### src/rtl/nand_strobe_pkg.sv
package nand_strobe_pkg;

  // Sequencer phases of one host access.
  typedef enum logic [1:0] {
    ST_IDLE  = 2'd0,
    ST_BUS   = 2'd1,
    ST_DONE  = 2'd2,
    ST_FLOAT = 2'd3
  } seq_state_e;

endpackage

### src/rtl/nand_timing_sel.sv
module nand_timing_sel #(
  parameter int CNT_W = 4,
  localparam int CW = CNT_W + 1
) (
  input  logic             clk,
  input  logic             rst,
  input  logic             live_sel,
  input  logic [CNT_W-1:0] cfg_setup,
  input  logic [CNT_W-1:0] cfg_pulse,
  input  logic [CNT_W-1:0] cfg_cycle,
  input  logic [CNT_W-1:0] cfg_float,
  output logic [CW-1:0]    tm_setup,
  output logic [CW-1:0]    tm_strobe_end,
  output logic [CW-1:0]    tm_cycle_end,
  output logic [CW-1:0]    tm_float
);

  logic [CW-1:0] pulse_eff;
  logic [CW-1:0] setup_live, strobe_live, cycle_live, float_live;
  logic [CW-1:0] setup_q, strobe_q, cycle_q, float_q;

  // Clamp: zero pulse acts as one; cycle never shorter than the strobe end.
  always_comb begin
    pulse_eff   = (cfg_pulse == '0) ? CW'(1) : CW'(cfg_pulse);
    setup_live  = CW'(cfg_setup);
    strobe_live = setup_live + pulse_eff;
    cycle_live  = (CW'(cfg_cycle) < strobe_live) ? strobe_live : CW'(cfg_cycle);
    float_live  = CW'(cfg_float);
  end

  // Track live values while idle; freeze once an access starts.
  always_ff @(posedge clk) begin
    if (rst) begin
      setup_q  <= '0;
      strobe_q <= CW'(1);
      cycle_q  <= CW'(1);
      float_q  <= '0;
    end else if (live_sel) begin
      setup_q  <= setup_live;
      strobe_q <= strobe_live;
      cycle_q  <= cycle_live;
      float_q  <= float_live;
    end
  end

  assign tm_setup      = live_sel ? setup_live  : setup_q;
  assign tm_strobe_end = live_sel ? strobe_live : strobe_q;
  assign tm_cycle_end  = live_sel ? cycle_live  : cycle_q;
  assign tm_float      = live_sel ? float_live  : float_q;

  AST_STROBE_IN_CYCLE: assert property (@(posedge clk) disable iff (rst)
    (tm_strobe_end > tm_setup) && (tm_cycle_end >= tm_strobe_end));

endmodule

### src/rtl/nand_phase_seq.sv
module nand_phase_seq
  import nand_strobe_pkg::*;
#(
  parameter int CNT_W  = 4,
  parameter int DATA_W = 16,
  localparam int CW = CNT_W + 1
) (
  input  logic              clk,
  input  logic              rst,
  input  logic              req_valid,
  input  logic              req_write,
  input  logic              req_cle,
  input  logic              req_ale,
  input  logic [DATA_W-1:0] req_wdata,
  input  logic [CW-1:0]     tm_cycle_end,
  input  logic [CW-1:0]     tm_float,
  output seq_state_e        state_q,
  output seq_state_e        state_d,
  output logic [CW-1:0]     cnt_q,
  output logic [CW-1:0]     cnt_d,
  output logic              wr_q,
  output logic              wr_d,
  output logic              cle_d,
  output logic              ale_d,
  output logic              err_d,
  output logic [DATA_W-1:0] wdata_d
);

  logic              cle_q, ale_q, err_q;
  logic [DATA_W-1:0] wdata_q;

  always_comb begin
    state_d = state_q;
    cnt_d   = cnt_q;
    wr_d    = wr_q;
    cle_d   = cle_q;
    ale_d   = ale_q;
    err_d   = err_q;
    wdata_d = wdata_q;
    unique case (state_q)
      ST_IDLE: begin
        if (req_valid) begin
          wr_d    = req_write;
          cle_d   = req_cle;
          ale_d   = req_ale;
          err_d   = req_cle & req_ale;
          wdata_d = req_wdata;
          cnt_d   = '0;
          state_d = (req_cle & req_ale) ? ST_DONE : ST_BUS;
        end
      end
      ST_BUS: begin
        if (cnt_q == tm_cycle_end - CW'(1)) begin
          state_d = ST_DONE;
          cnt_d   = '0;
        end else begin
          cnt_d = cnt_q + CW'(1);
        end
      end
      ST_DONE: begin
        cnt_d   = '0;
        state_d = (!wr_q && !err_q && tm_float != '0) ? ST_FLOAT : ST_IDLE;
      end
      ST_FLOAT: begin
        if (cnt_q == tm_float - CW'(1)) begin
          state_d = ST_IDLE;
          cnt_d   = '0;
        end else begin
          cnt_d = cnt_q + CW'(1);
        end
      end
      default: state_d = ST_IDLE;
    endcase
  end

  always_ff @(posedge clk) begin
    if (rst) begin
      state_q <= ST_IDLE;
      cnt_q   <= '0;
      wr_q    <= 1'b0;
      cle_q   <= 1'b0;
      ale_q   <= 1'b0;
      err_q   <= 1'b0;
      wdata_q <= '0;
    end else begin
      state_q <= state_d;
      cnt_q   <= cnt_d;
      wr_q    <= wr_d;
      cle_q   <= cle_d;
      ale_q   <= ale_d;
      err_q   <= err_d;
      wdata_q <= wdata_d;
    end
  end

  AST_CNT_IN_WINDOW: assert property (@(posedge clk) disable iff (rst)
    (state_q == ST_BUS) |-> (cnt_q < tm_cycle_end));

  AST_FLOAT_ONLY_READ: assert property (@(posedge clk) disable iff (rst)
    (state_q == ST_FLOAT) |-> (!wr_q && !err_q));

endmodule

### src/rtl/nand_pin_drive.sv
module nand_pin_drive
  import nand_strobe_pkg::*;
#(
  parameter int CNT_W  = 4,
  parameter int DATA_W = 16,
  localparam int CW = CNT_W + 1
) (
  input  logic              clk,
  input  logic              rst,
  input  seq_state_e        state_q,
  input  seq_state_e        state_d,
  input  logic [CW-1:0]     cnt_q,
  input  logic [CW-1:0]     cnt_d,
  input  logic              wr_q,
  input  logic              wr_d,
  input  logic              cle_d,
  input  logic              ale_d,
  input  logic              err_d,
  input  logic [DATA_W-1:0] wdata_d,
  input  logic [CW-1:0]     tm_setup,
  input  logic [CW-1:0]     tm_strobe_end,
  input  logic [DATA_W-1:0] io_in,
  output logic              req_ready,
  output logic              rsp_done,
  output logic              rsp_err,
  output logic [DATA_W-1:0] rsp_rdata,
  output logic              ce_n,
  output logic              we_n,
  output logic              oe_n,
  output logic              cle,
  output logic              ale,
  output logic [DATA_W-1:0] io_out,
  output logic              io_oe
);

  logic              bus_d, strobe_d, sample_now;
  logic [DATA_W-1:0] out_val;

  // Latch cycles carry one byte only; clear the upper lanes on wide buses.
  generate
    if (DATA_W > 8) begin : g_wide
      assign out_val = (cle_d | ale_d) ? {{(DATA_W-8){1'b0}}, wdata_d[7:0]} : wdata_d;
    end else begin : g_narrow
      assign out_val = wdata_d;
    end
  endgenerate

  assign bus_d      = (state_d == ST_BUS);
  assign strobe_d   = bus_d && (cnt_d >= tm_setup) && (cnt_d < tm_strobe_end);
  assign sample_now = (state_q == ST_BUS) && !wr_q && (cnt_q == tm_strobe_end - CW'(1));

  always_ff @(posedge clk) begin
    if (rst) begin
      req_ready <= 1'b1;
      rsp_done  <= 1'b0;
      rsp_err   <= 1'b0;
      ce_n      <= 1'b1;
      we_n      <= 1'b1;
      oe_n      <= 1'b1;
      cle       <= 1'b0;
      ale       <= 1'b0;
      io_out    <= '0;
      io_oe     <= 1'b0;
    end else begin
      req_ready <= (state_d == ST_IDLE);
      rsp_done  <= (state_d == ST_DONE);
      rsp_err   <= (state_d == ST_DONE) && err_d;
      ce_n      <= !bus_d;
      we_n      <= !(strobe_d && wr_d);
      oe_n      <= !(strobe_d && !wr_d);
      cle       <= bus_d && cle_d;
      ale       <= bus_d && ale_d;
      io_out    <= (bus_d && wr_d) ? out_val : '0;
      io_oe     <= bus_d && wr_d;
    end
  end

  // Read data capture: last period of the read strobe.
  always_ff @(posedge clk) begin
    if (rst) begin
      rsp_rdata <= '0;
    end else if (sample_now) begin
      rsp_rdata <= io_in;
    end
  end

  AST_READ_NO_DRIVE: assert property (@(posedge clk) disable iff (rst)
    !oe_n |-> !io_oe);

  AST_ONE_STROBE: assert property (@(posedge clk) disable iff (rst)
    !(!we_n && !oe_n));

endmodule

### src/rtl/nand_strobe_gen.sv
module nand_strobe_gen
  import nand_strobe_pkg::*;
#(
  parameter int ADDR_W  = 24,
  parameter int DATA_W  = 16,
  parameter int CNT_W   = 4,
  parameter int CLE_BIT = 22,
  parameter int ALE_BIT = 21,
  localparam int CW = CNT_W + 1
) (
  input  logic              clk,
  input  logic              rst,
  input  logic              req_valid,
  input  logic              req_write,
  input  logic [ADDR_W-1:0] req_addr,
  input  logic [DATA_W-1:0] req_wdata,
  input  logic [CNT_W-1:0]  cfg_setup,
  input  logic [CNT_W-1:0]  cfg_pulse,
  input  logic [CNT_W-1:0]  cfg_cycle,
  input  logic [CNT_W-1:0]  cfg_float,
  output logic              req_ready,
  output logic              rsp_done,
  output logic              rsp_err,
  output logic [DATA_W-1:0] rsp_rdata,
  output logic              nand_ce_n,
  output logic              nand_we_n,
  output logic              nand_oe_n,
  output logic              nand_cle,
  output logic              nand_ale,
  output logic [DATA_W-1:0] nand_io_out,
  output logic              nand_io_oe,
  input  logic [DATA_W-1:0] nand_io_in
);

  seq_state_e        state_q, state_d;
  logic [CW-1:0]     cnt_q, cnt_d;
  logic              wr_q, wr_d, cle_d, ale_d, err_d;
  logic [DATA_W-1:0] wdata_d;
  logic [CW-1:0]     tm_setup, tm_strobe_end, tm_cycle_end, tm_float;
  logic              addr_unused;

  assign addr_unused = ^req_addr;

  nand_timing_sel #(.CNT_W(CNT_W)) u_timing (
    .clk           (clk),
    .rst           (rst),
    .live_sel      (state_q == ST_IDLE),
    .cfg_setup     (cfg_setup),
    .cfg_pulse     (cfg_pulse),
    .cfg_cycle     (cfg_cycle),
    .cfg_float     (cfg_float),
    .tm_setup      (tm_setup),
    .tm_strobe_end (tm_strobe_end),
    .tm_cycle_end  (tm_cycle_end),
    .tm_float      (tm_float)
  );

  nand_phase_seq #(.CNT_W(CNT_W), .DATA_W(DATA_W)) u_seq (
    .clk          (clk),
    .rst          (rst),
    .req_valid    (req_valid),
    .req_write    (req_write),
    .req_cle      (req_addr[CLE_BIT]),
    .req_ale      (req_addr[ALE_BIT]),
    .req_wdata    (req_wdata),
    .tm_cycle_end (tm_cycle_end),
    .tm_float     (tm_float),
    .state_q      (state_q),
    .state_d      (state_d),
    .cnt_q        (cnt_q),
    .cnt_d        (cnt_d),
    .wr_q         (wr_q),
    .wr_d         (wr_d),
    .cle_d        (cle_d),
    .ale_d        (ale_d),
    .err_d        (err_d),
    .wdata_d      (wdata_d)
  );

  nand_pin_drive #(.CNT_W(CNT_W), .DATA_W(DATA_W)) u_pins (
    .clk           (clk),
    .rst           (rst),
    .state_q       (state_q),
    .state_d       (state_d),
    .cnt_q         (cnt_q),
    .cnt_d         (cnt_d),
    .wr_q          (wr_q),
    .wr_d          (wr_d),
    .cle_d         (cle_d),
    .ale_d         (ale_d),
    .err_d         (err_d),
    .wdata_d       (wdata_d),
    .tm_setup      (tm_setup),
    .tm_strobe_end (tm_strobe_end),
    .io_in         (nand_io_in),
    .req_ready     (req_ready),
    .rsp_done      (rsp_done),
    .rsp_err       (rsp_err),
    .rsp_rdata     (rsp_rdata),
    .ce_n          (nand_ce_n),
    .we_n          (nand_we_n),
    .oe_n          (nand_oe_n),
    .cle           (nand_cle),
    .ale           (nand_ale),
    .io_out        (nand_io_out),
    .io_oe         (nand_io_oe)
  );

  AST_LATCH_EXCLUSIVE: assert property (@(posedge clk) disable iff (rst)
    !(nand_cle && nand_ale));

  AST_LATCH_IN_CE: assert property (@(posedge clk) disable iff (rst)
    (nand_cle || nand_ale) |-> !nand_ce_n);

  AST_STROBE_IN_CE: assert property (@(posedge clk) disable iff (rst)
    (!nand_we_n || !nand_oe_n) |-> !nand_ce_n);

  AST_DONE_SINGLE: assert property (@(posedge clk) disable iff (rst)
    rsp_done |=> !rsp_done);

  AST_BUSY_NOT_READY: assert property (@(posedge clk) disable iff (rst)
    !nand_ce_n |-> !req_ready);

  AST_ERR_NO_BUS: assert property (@(posedge clk) disable iff (rst)
    (rsp_done && rsp_err) |-> (nand_ce_n && $past(nand_ce_n)));

  generate
    if (DATA_W > 8) begin : g_upper_chk
      AST_UPPER_ZERO: assert property (@(posedge clk) disable iff (rst)
        (nand_io_oe && (nand_cle || nand_ale)) |-> (nand_io_out[DATA_W-1:8] == '0));
    end
  endgenerate

endmodule

### config.mk
export PLATFORM = sky130hd
export DESIGN_NAME = nand_strobe_gen
export DESIGN_NICKNAME = d
export VERILOG_FILES = /design/src/rtl/nand_strobe_pkg.sv /design/src/rtl/nand_timing_sel.sv /design/src/rtl/nand_phase_seq.sv /design/src/rtl/nand_pin_drive.sv /design/src/rtl/nand_strobe_gen.sv
export SDC_FILE = /design/constraint.sdc
export NUM_CORES = 1
export LEC_CHECK = 0
export ABC_AREA = 1
export BUFFER_PORTS_ARGS = -buffer_cell sky130_fd_sc_hd__buf_4
export CAP_MARGIN = 20
export CORE_MARGIN = 8
export CORE_UTILIZATION = 35
export CTS_CLUSTER_DIAMETER = 100
export DETAILED_ROUTE_END_ITERATION = 7
export GPL_ROUTABILITY_DRIVEN = 0
export PLACE_DENSITY = 0.66
export SYNTH_ARGS = -nofsm -noshare
export SYNTH_HDL_FRONTEND = slang
export SYNTH_SLANG_ARGS = --single-unit
### constraint.sdc
create_clock -name clk -period 5.2 [get_ports clk]
set_input_delay 0.52 -clock clk [delete_from_list [all_inputs] [get_ports clk]]
set_output_delay 0.52 -clock clk [all_outputs]
set_load 0.1 [all_outputs]
==> flow_metrics.tcl, run 1 <==
set metrics [dict create \
    grt_pass1_vias 3484 \
    p_int_uw 1380 \
    cts_max_path_buffers 2 \
    htreeDepth 3 \
    dieArea_um2 15200 \
    nFillCells 1090 \
    clockPowerShare 0.301 \
    hpwl_um 7260 \
    num_vias 3478 \
    path_common_cell "nand2_1" \
    cpMaxStageDelayCell "fa_2" \
    portBuffers 94 \
    drive_above_1_share 0.276 \
    cts_buffers 9 \
    syn_area_um2 4020 \
    slew_headroom 0.370 \
    cp_data_required_time_ns 5.42 \
    overflow 0 \
    ys.flop_type "dfxtp_1" \
    period_minus_slack_ns 4.86 \
    cp_num_cells 35 \
    track_usage 0.131 \
    crit_type "input port to flop" \
    ys_seq_elements 88 \
    synthCells 500 \
    hp-class "input port to flop" \
    async_reset_ff_frac 0 \
    ant_nets 0 \
    ys_warn_count 0 \
    slew_violations 0 \
    power_density_nw_per_um2 398 \
    synth-seq-area-share 0.439 \
    core_area_um2 11300 \
    drc 0 \
    critical_path.max_stage_delay_ns 0.36 \
    crit_buf_inv 3 \
    finalWirelength_um 9630 \
    cts_hold_buf 0 \
    pwr-share-comb 0.342 \
    die_y_um 123 \
    ir_worst_vdd_uv 296 \
    grt_max_degree 40 \
    hold_depth 3 \
    nets 701 \
    ys_types 38 \
    num_antenna_cells 0 \
    p_leak_uw 0.00263 \
    cap_violations 0 \
    pin_count 117 \
    dpl_cell_area_um2 4940 \
    cp_max_fo 4 \
    cts.sinks 88 \
    area_growth_pct 33.0 \
    grt_pass1_wl_um 16000 \
    postCtsSetupBuffers 0 \
    drtIter0Drc 146 \
    stdcell_area_um2 5340 \
    insertion_delay_ns 0.33 \
    root_buffer "clkbuf_16" \
    fp.dieW_um 123 \
    setup_viol 0 \
    start_util 0.355 \
    worstSetupEndpointType "flop" \
    core.rowCount 39 \
    synth_edf_count 0 \
    hold_violations 0 \
    clock_skew_ns 0.00729 \
    tritoncts "yes" \
    worst_pin_slew_ns 0.944 \
    antenna_found_initial 0 \
    fin_crit_sh 0.935 \
    fmax_ghz 0.206 \
    wl_per_cell_um 12.8 \
    vias_per_cell 4.63 \
    switching_share 0.353 \
    crit_family "simple AND/OR/NAND/NOR gates" \
    synth_area_per_cell_um2 8.03 \
    whs_ns 0.433 \
    status "complete, no violations" \
    dr.pass1.iters 4 \
    p_seq_frac 0.358 \
    p_sw_uw 749 \
    critical_path.startpoint_type "input port" \
    clkTransAtPathRegs_ns 0.07 \
    reg2reg_depth 22 \
    syn_nets 597 \
    cp.arrival_ns 5.08 \
]
[synth_stat cells (2+ instances only)]
cell      number  area (um2)
o21ai_1        8        40.0
buf_6          2        22.5
inv_1         65         244
nand3_1       32         160
or2_2          7        43.8
xor2_1        16         140
clkbuf_1      12        45.0
ha_1          20         250
nand4_1        3        18.8
nor2_1        72         270
buf_2          5        25.0
nand3_2        3        30.0
mux2i_1       18         180
a21oi_1       24         120
o21ai_2        3        26.3
nor4_1         2        12.5
nor2_4         3        33.8
o22ai_1        3        18.8
nor3_1         2        10.0
nand2_1       72         270
xnor2_1        4        35.0
dfxtp_1       88        1760
o21ai_0       20         100
inv_2          2        7.51
[state kept, by name, summed over array words and instances (netlist names)]
signal	count
u_pins.rsp_rdata	16
u_pins.io_oe	1
u_pins.io_out	16
u_seq.wdata_q	16
u_timing.setup_q	5
u_pins.oe_n	1
u_seq.err_q	1
u_pins.ale	1
u_pins.cle	1
u_timing.strobe_q	5
u_timing.float_q	5
u_seq.wr_q	1
u_seq.state_q	2
u_pins.we_n	1
u_seq.cnt_q	5
u_seq.ale_q	1
u_pins.req_ready	1
u_timing.cycle_q	5
u_seq.cle_q	1
u_pins.rsp_err	1
u_pins.rsp_done	1
u_pins.ce_n	1
[worst min-delay path, cell delays in order]
cell and delay (ns):
buf_4 0.07, mux2i_1 0.06, nor2_1 0.08
[power by group through the flow]
stage | Sequential, uW | Combinational, uW | Clock [uW]
3_5_place_dp | 775 | 687 | 0
4_1_cts | 760 | 696 | 655
6_report | 760 | 726 | 639
2_1_floorplan | 890 | 394 | 0
5_1_grt | 766 | 798 | 684
3_3_place_gp | 773 | 668 | 0
[cell type report]
cell class                      count  area (um2)  area share
Clock buffer                       10         229      0.0429
Clock inverter                      6        67.6      0.0127
Inverter                           67         251      0.0471
Multi-Input combinational cell    325        1980       0.371
Sequential cell                    88        1760       0.330
Tap cell                          143         179      0.0335
Timing Repair Buffer              113         868       0.163
[final timing paths]
check | from | to | slack, ns
worst max-delay path | cfg_pulse[3] | u_pins.we_n$_SDFF_PP1_ | 0.34
worst max register to register | u_seq.state_q[1]$_SDFF_PP0_ | u_pins.we_n$_SDFF_PP1_ | 1.52
worst min-delay path | req_wdata[4] | u_seq.wdata_q[4]$_SDFF_PP0_ | 0.43
worst min register to register | u_pins.rsp_rdata[15]$_SDFFE_PP0P_ | u_pins.rsp_rdata[15]$_SDFFE_PP0P_ | 0.45
[cell usage in the layout (no fill, tap or decap), types with 4 or more instances in the layout]
cell	instances
o21ai_1	8
o21ai_2	4
o21ai_0	19
nand3_2	4
nand3_1	31
or2_2	7
nand2_2	5
buf_4	112
ha_1	19
clkbuf_16	9
nand2_1	68
inv_1	65
xor2_1	15
a21oi_1	22
nor2_1	71
mux2i_1	18
dfxtp_1	88
[logic make-up (layout without fill, tap and decap cells)]
logic type	Yosys count	count (layout)	share of synthesized area
and+or+nand+nor	202	202	0.228
AOI/OAI and AO/OA	63	63	0.0876
xor gates and xnor gates	20	20	0.0436
DFF	88	88	0.439
buffers and inverters	87	196	0.0866
muxes	19	19	0.0483
adders and majority gates	21	21	0.0673
[metrics by stage]
step / TNS, ns / setup slack (ns) / utilization / total power [uW] / std cells
floorplan: 0 / 0.335 / - / 1280 / 500
global placement: -0.403 / -0.202 / 0.436 / 1440 / 735
detailed placement: -0.870 / -0.446 / 0.436 / 1460 / 735
CTS: 0 / 0.00923 / 0.464 / 2110 / 751
global route: -0.0789 / -0.0463 / 0.472 / 2250 / 752
finish: 0 / 0.339 / 0.472 / 2120 / 752
[metal layers]
metal,GRT usage,up-vias,share of wire
li1,-,1796,-
met1,0.148,1586,0.43
met5,0,-,0
met4,0.0579,0,0.019
met3,0.0425,17,0.062
met2,0.222,79,0.49
[what timing repair did]
| item | in CTS | in global routing |
|---|---|---|
| endpoints found under the setup margin | 2 | 2 |
| endpoints found under the hold margin | 0 | 0 |
| resized for setup | 4 | 13 |
| pin swaps | 0 | 3 |
(Power assumes the default switching activity.)
==> inputs of run 2 (changes only) <==
Settings changed: CORE_MARGIN 8 to 10.
==> run 2 against run 1 <==
First-iteration DRC count decreased by 16%. Global-route usage decreased by 1.2 points. Cell count increased by 0.13%. Critical path type unchanged.
==> flow_metrics.tcl, run 2 (synthesis gave the netlist of run 1 again) <==
set metrics [dict create \
    clock_skew_ns 0.00561 \
    finalSetupTns_ns 0 \
    dpl_cell_area_um2 4930 \
    grt_pass1_vias 3394 \
    core.rowCount 39 \
    critical_path.max_stage_delay_ns 0.36 \
    num_antenna_cells 0 \
    ant_nets 0 \
    p_seq_frac 0.359 \
    power_density_nw_per_um2 397 \
    hold_depth 3 \
    track_usage 0.119 \
    grt_pass1_wl_um 16000 \
    pin_count 117 \
    dr.pass1.iters 4 \
    overflow 0 \
    start_util 0.355 \
    ir_worst_vdd_uv 221 \
    critical_path.startpoint_type "input port" \
    worstReg2RegEnd "u_pins.we_n$_SDFF_PP1_" \
    hold_start "req_wdata[6]" \
    antenna_found_initial 0 \
    path_common_cell "nand2_1" \
    holdPathEnd "u_seq.wdata_q[6]$_SDFF_PP0_" \
    crit_type "input port to flop" \
    fin_crit_sh 0.931 \
    insertion_delay_ns 0.34 \
    stdcell_area_um2 5340 \
    drive_above_1_share 0.275 \
    cts_buffers 9 \
    die_y_um 127 \
    largestRegisters "u_pins.io_out: 16 flops, u_pins.rsp_rdata: 16 flops, u_seq.wdata_q: 16 flops" \
    setup_viol 0 \
    status "complete, no violations" \
    clkTransAtPathRegs_ns 0.06 \
    cpMaxStageDelayCell "fa_2" \
    root_buffer "clkbuf_16" \
    worst_pin_slew_ns 0.935 \
    place_ws_ns -0.415 \
    r2r_start "u_seq.state_q[1]$_SDFF_PP0_" \
    hp-class "input port to flop" \
    whs_ns 0.436 \
    cp_data_required_time_ns 5.41 \
    setup_slack_ns 0.357 \
    final_cell_mix "buf_4 (113), dfxtp_1 (88), nor2_1 (71), nand2_1 (69), inv_1 (64)" \
    cts_hold_buf 0 \
    num_vias 3462 \
    drtIter0Drc 122 \
    cts_max_path_buffers 2 \
    final_common_cell "buf_4" \
    core_area_um2 11300 \
    area_growth_pct 32.9 \
    tritoncts "yes" \
    cp.arrival_ns 5.06 \
    nets 702 \
    p_sw_uw 735 \
    cap_violations 0 \
    slew_headroom 0.376 \
    cts.sinks 88 \
    switching_share 0.347 \
    worstSetupEndpointType "flop" \
    nFillCells 1105 \
    drc 0 \
    portBuffers 94 \
    cp_max_fo 4 \
    clockPowerShare 0.302 \
    fmax_ghz 0.206 \
    grt_max_degree 40 \
    hold_violations 0 \
    dieArea_um2 16200 \
    hpwl_um 7420 \
    period_minus_slack_ns 4.84 \
    htreeDepth 3 \
    wl_per_cell_um 13.1 \
    r2r_slack_ns 1.52 \
    p_int_uw 1380 \
    reg2reg_depth 22 \
    vias_per_cell 4.60 \
    pwr-share-comb 0.339 \
    slew_violations 0 \
    finalWirelength_um 9880 \
    p_leak_uw 0.00264 \
    fp.dieW_um 127 \
]
[run 2: metal layers]
layer  share of wire  global-route usage  routed length [um]  vias up
li1                -                   -                   -     1799
met1            0.43               0.134                4220     1575
met2            0.50               0.201                4950       76
met3           0.056              0.0380                 556       12
met4           0.016              0.0502                 161        0
met5               0                   0                   0        -
[run 2: stage by stage]
stage / utilization / total power, uW / std cells
after floorplan: - / 1280 / 500
after detailed placement: 0.436 / 1460 / 734
after global placement: 0.436 / 1440 / 734
after global routing: 0.471 / 2250 / 753
final: 0.471 / 2120 / 753
after CTS: 0.463 / 2110 / 750
[run 2: critical path: cells and delay by family]
kind | cells | cell delay, ns
compound gates | 6 | 0.65
xor+xnor | 2 | 0.36
fa+ha+maj | 5 | 1.41
buf+inv | 4 | 0.28
simple gates | 19 | 1.81
[run 2: power by group through the flow]
stage | sequential (uW) | combinational, uW | clock (uW)
6_report | 761 | 718 | 640
5_1_grt | 766 | 795 | 684
4_1_cts | 761 | 691 | 654
3_5_place_dp | 776 | 684 | 0
3_3_place_gp | 773 | 669 | 0
2_1_floorplan | 890 | 394 | 0
[run 2: timing repair]
action	in CTS	in global routing
setup endpoints to repair	2	2
gates resized for setup	2	14
pin swaps	0	6
endpoints found under the hold margin	0	0
buffers inserted	0	2
[run 2: worst max-delay path by stage]
| stage | slack (ns) | depth (start not counted) | end | start |
|---|---|---|---|---|
| 2_1_floorplan | 0.33 | 34 | u_pins.oe_n$_SDFF_PP1_ | cfg_pulse[3] |
| 3_3_place_gp | -0.23 | 34 | u_pins.oe_n$_SDFF_PP1_ | cfg_pulse[3] |
| 3_5_place_dp | -0.41 | 34 | u_pins.we_n$_SDFF_PP1_ | cfg_pulse[3] |
| 4_1_cts | 0.02 | 34 | u_pins.we_n$_SDFF_PP1_ | cfg_pulse[3] |
| 5_1_grt | -0.06 | 36 | u_pins.we_n$_SDFF_PP1_ | cfg_pulse[3] |
| 6_report | 0.36 | 36 | u_pins.we_n$_SDFF_PP1_ | cfg_pulse[3] |
[run 2: layout make-up]
cell class / instances / area (um2) / area share
Clock buffer: 11 / 243 / 0.0455
Clock inverter: 5 / 56.3 / 0.0106
Inverter: 67 / 251 / 0.0471
Multi-Input combinational cell: 325 / 1970 / 0.369
Sequential cell: 88 / 1760 / 0.330
Tap cell: 143 / 179 / 0.0335
Timing Repair Buffer: 114 / 876 / 0.164
